$ cat src/rtl/usr_pkg.sv
package usr_pkg;

    // Action of stage 0 in shift mode, encoded as {J, K-bar}
    typedef enum logic [1:0] {
        JK_CLEAR  = 2'b00,
        JK_HOLD   = 2'b01,
        JK_TOGGLE = 2'b10,
        JK_SET    = 2'b11
    } jk_act_e;

    function automatic logic jk_apply(input jk_act_e act, input logic cur);
        logic res;
        case (act)
            JK_CLEAR:  res = 1'b0;
            JK_HOLD:   res = cur;
            JK_TOGGLE: res = ~cur;
            default:   res = 1'b1;
        endcase
        return res;
    endfunction

endpackage

$ cat src/rtl/usr_first_stage.sv
module usr_first_stage
    import usr_pkg::*;
(
    input  logic j_in,
    input  logic kn_in,
    input  logic cur_bit,
    output logic nxt_bit
);
    jk_act_e act;

    always_comb begin
        act     = jk_act_e'({j_in, kn_in});
        nxt_bit = jk_apply(act, cur_bit);
    end
endmodule

$ cat src/rtl/usr_next_mux.sv
module usr_next_mux #(
    parameter int WIDTH = 4
) (
    input  logic             load_n,
    input  logic [WIDTH-1:0] par_in,
    input  logic [WIDTH-1:0] cur,
    input  logic             stage0_shift,
    output logic [WIDTH-1:0] nxt
);
    // stage 0: parallel bit or J/K-bar result
    assign nxt[0] = load_n ? stage0_shift : par_in[0];

    // upper stages: parallel bit or the stage below
    for (genvar n = 1; n < WIDTH; n++) begin : g_stage
        assign nxt[n] = load_n ? cur[n-1] : par_in[n];
    end
endmodule

$ cat src/rtl/ushift_reg.sv
module ushift_reg #(
    parameter int WIDTH = 4
) (
    input  logic             clk,
    input  logic             rst_n,
    input  logic             load_n,
    input  logic             ser_j,
    input  logic             ser_kn,
    input  logic [WIDTH-1:0] par_in,
    output logic [WIDTH-1:0] q_out,
    output logic             q_last_n
);
    localparam int LAST = WIDTH - 1;

    typedef struct packed {
        logic [WIDTH-1:0] stages;
    } reg_s;

    reg_s             st_d, st_q;
    logic             s0_shift;
    logic [WIDTH-1:0] mux_nxt;

    usr_first_stage i_first (
        .j_in    (ser_j),
        .kn_in   (ser_kn),
        .cur_bit (st_q.stages[0]),
        .nxt_bit (s0_shift)
    );

    usr_next_mux #(.WIDTH(WIDTH)) i_mux (
        .load_n       (load_n),
        .par_in       (par_in),
        .cur          (st_q.stages),
        .stage0_shift (s0_shift),
        .nxt          (mux_nxt)
    );

    always_comb begin
        st_d        = st_q;
        st_d.stages = mux_nxt;
    end

    always_ff @(posedge clk or negedge rst_n) begin
        if (!rst_n) st_q <= '0;
        else        st_q <= st_d;
    end

    assign q_out    = st_q.stages;
    assign q_last_n = ~st_q.stages[LAST];
endmodule

$ cat config.mk
export PLATFORM = sky130hd
export DESIGN_NAME = ushift_reg
export DESIGN_NICKNAME = d
export VERILOG_FILES = /design/src/rtl/usr_pkg.sv /design/src/rtl/usr_first_stage.sv /design/src/rtl/usr_next_mux.sv /design/src/rtl/ushift_reg.sv
export SDC_FILE = /design/constraint.sdc
export NUM_CORES = 1
export LEC_CHECK = 0
export BUFFER_PORTS_ARGS = -buffer_cell sky130_fd_sc_hd__buf_4
export CAP_MARGIN = 0
export CORE_AREA = 3 3 40 42
export DETAILED_ROUTE_END_ITERATION = 10
export DIE_AREA = 0 0 43 45
export GPL_TIMING_DRIVEN = 0
export HOLD_SLACK_MARGIN = 0.1
export SYNTH_ARGS = -nofsm -noshare
export SYNTH_HDL_FRONTEND = slang
export SYNTH_SLANG_ARGS = --single-unit
$ cat constraint.sdc
create_clock -name clk -period 1.1 [get_ports clk]
set_input_delay 0.165 -clock clk [delete_from_list [all_inputs] [get_ports clk]]
set_output_delay 0.165 -clock clk [all_outputs]
set_load 0.1 [all_outputs]
==> metrics.md <==
| Metric | Value |
|---|---|
| Synth Cell Area | 164 sq um |
| Failing checks | negative setup slack |
| Drt pass-1 iters | 3 |
| Part of the power in combinational logic | 0.391 |
| Synth top area cells | dfrtp_1 (61%), mux2_2 (21%), mux2i_1 (6.1%) |
| Slowest stage cell, crit path | dfrtp_4 |
| Gpl congestion | 0.642 |
| Final core occ | 0.274 |
| Post-synth top cells | dfrtp_1 (4), mux2_2 (3) |
| Antenna violations before repair | 0 |
| Vias in the first global route | 204 |
| WL final | 452 um |
| Register area | 106 sq um |
| Number of synthesized flops with an enable pin | 0 |
| Overflow after GRT | 0 |
| Cell type with the largest total area after synthesis | dfrtp_1 |
| Max-cap viol count | 0 |
| Layout cell share with drive strength beyond 1 | 0.800 |
| Total Routing Usage GR | 0.0637 |
| Syn_area_per_cell | 13.7 sq um |
| Reg power frac | 0.284 |
| Area after DPL | 290 sq um |
| CP startpoint kind | flop |
| Drt drc | 0 |
| Clk sinks | 4 |
| WS Path Type | reg -> out |
| Post-route insts no fill | 45 |
| Cell Rows | 13 |
| Leak pwr | 0.160 nW |
| PortBufs | 13 |
| WP data arrival | 0.97 ns |
| Standard cell core area | 1280 sq um |
| Total power | 625 uW |
| Root buffer cell | clkbuf_4 |
| Vias | 160 |
| Max reg flops | 4 |
| TritonCTS Buffers | 3 |
| Worst skew pair latency | 0.24 ns |
| Synthesis-to-layout area growth | 115% |
| Post-synthesis cell count | 12 |
| RSZ-0062 raised after global routing | true |
| Crit-path leading delay family | flip-flops |
| Initial core utilization | 0.128 |
| Boundary Pins | 14 |
| #FFs+latches synth | 4 |
| Worst Clk Skew | 0.00806 ns |
| Synth unique cells | 7 |
| Clk pwr share | 0.325 |
| Internal | 383 uW |
| Setup ws final | -0.0341 ns |
| H-tree depth | 1 |
| Hold Fails Final Rpt | 0 |
| Async S/R FF share, synth | 1.00 |
| Die area | 1940 sq um |
| Top FF cell, synth | dfrtp_1 |
| Critical path capture point type | output pin |
| Cells along the critical path | clkinvlp_4, buf_12 |
| Placed Cells | 40 |
| PD cells | 1780 nW/um^2 |
| Layout Nets | 40 |
| Finished Cell Area | 352 sq um |
| Maximum root-to-sink buffer count | 2 |
| FF-to-FF setup slack | 0.17 ns |
| Worst slack, placed | 0.131 ns |
| Max incr delay on CP | 0.48 ns |
| Area occupied by multi-input gates | 52.6 sq um |
| Chip width | 43 um |
| Fin crit share | 1.03 |
| Fin crit period | 1.13 ns |
| NetSw | 242 uW |
| Fmax | 0.882 GHz |
| Least-Margin Pin Slew | 0.280 ns |
| Final setup fails | 2 |
| Die Span Y | 45 um |
| Vias per cell | 3.56 |
| Crit path buffers/inverters | 2 |
| Diode count | 0 |
| ANT nets after route | 0 |
| Largest net degree at the start of global routing | 6 |
| Crit-path max FO | 2 |
| Sw frac | 0.387 |
| Post-Syn Nets | 21 |
| Clock-pin transition on the worst setup and hold timing paths | 0.04 ns |
| Critical Path RT | 0.94 ns |
| Status | finished with violations |
| CTS tree | yes |
| Seq/Total Area, Yosys | 0.611 |
| Detailed Route Iter0 Violations | 3 |
| VDD IR max | 0.000858 V |
| Number of fill cells | 141 |
| Ys Warns | 0 |
| WL per Instance | 10.0 um |
| Max Transition Viols Final | 0 |
| First-pass GRT wire length | 848 um |
| Most common cell in the netlist | dfrtp_1 |
| HP Class | in -> reg |
| Post-synth top area share | 0.611 |
| Slew HR | 0.815 |
## power groups by stage
stage / clock, mW / sequential, mW / combinational (mW)
2_1_floorplan: 0 / 0.260 / 0.0788
3_3_place_gp: 0 / 0.180 / 0.218
3_5_place_dp: 0 / 0.180 / 0.220
4_1_cts: 0.216 / 0.176 / 0.248
5_1_grt: 0.230 / 0.181 / 0.253
6_report: 0.203 / 0.177 / 0.244
## cell families after synthesis
kind of cell / after synthesis / share of synthesized area
DFF: 4 / 0.611
and+or+nand+nor: 1 / 0.0229
AOI/OAI and AO/OA: 1 / 0.0305
buffers and inverters: 2 / 0.0687
muxes: 4 / 0.267
## metal layers
layer,up-vias,share of wire,track usage
met4,0,0,0
met5,-,0,0
met1,71,0.41,0.0662
met3,0,0.17,0.0677
li1,75,-,-
met2,14,0.42,0.0958
## stage by stage
step	setup TNS [ns]	hold WS, ns
after floorplan	-0.174	-0.131
after global placement	0	-0.0372
after detailed placement	0	-0.0350
after CTS	-0.0810	0.145
after global routing	-0.138	0.142
final	-0.0573	0.155
## timing repair
| item | in CTS | in global routing |
|---|---|---|
| hold buffers | 1 | 0 |
| endpoints found under the setup margin | 3 | 3 |
| gates cloned | 0 | 0 |
| buffers inserted | 1 | 0 |
| endpoints found under the hold margin | 4 | 0 |
| resized for setup | 5 | 1 |
## path summary, 6_finish.rpt
path | start | cells after the start | endpoint
worst max register to register | q_out[0]$_DFFE_PN0P_ | 2 | q_out[1]$_DFF_PN0_
worst min register to register | q_out[2]$_DFF_PN0_ | 1 | q_out[3]$_DFF_PN0_
max in group asynchronous | rst_n | 2 | q_out[1]$_DFF_PN0_
worst max-delay path | q_out[3]$_DFF_PN0_ | 2 | q_last_n
worst min-delay path | load_n | 2 | q_out[0]$_DFFE_PN0P_
min in group asynchronous | rst_n | 2 | q_out[3]$_DFF_PN0_
## cells in the final DEF, fill, tap and decap left out
| cell type | count |
|---|---|
| buf_4 | 12 |
| dfrtp_2 | 2 |
| mux2_2 | 3 |
| nor2_1 | 1 |
| dfrtp_1 | 1 |
| dfrtp_4 | 1 |
| buf_12 | 2 |
| a21oi_1 | 1 |
| clkbuf_4 | 3 |
| clkbuf_1 | 1 |
| mux2i_1 | 1 |
| clkinvlp_4 | 1 |
| dlygate4sd3_1 | 1 |
## layout make-up
type / count / area share
clock buffer: 4 / 0.0747
inverter: 1 / 0.0214
multi-input combinational: 6 / 0.149
sequential: 4 / 0.302
tap: 15 / 0.0534
timing repair buffer: 15 / 0.399
No activity file was read; power rests on OpenSTA's default activity.
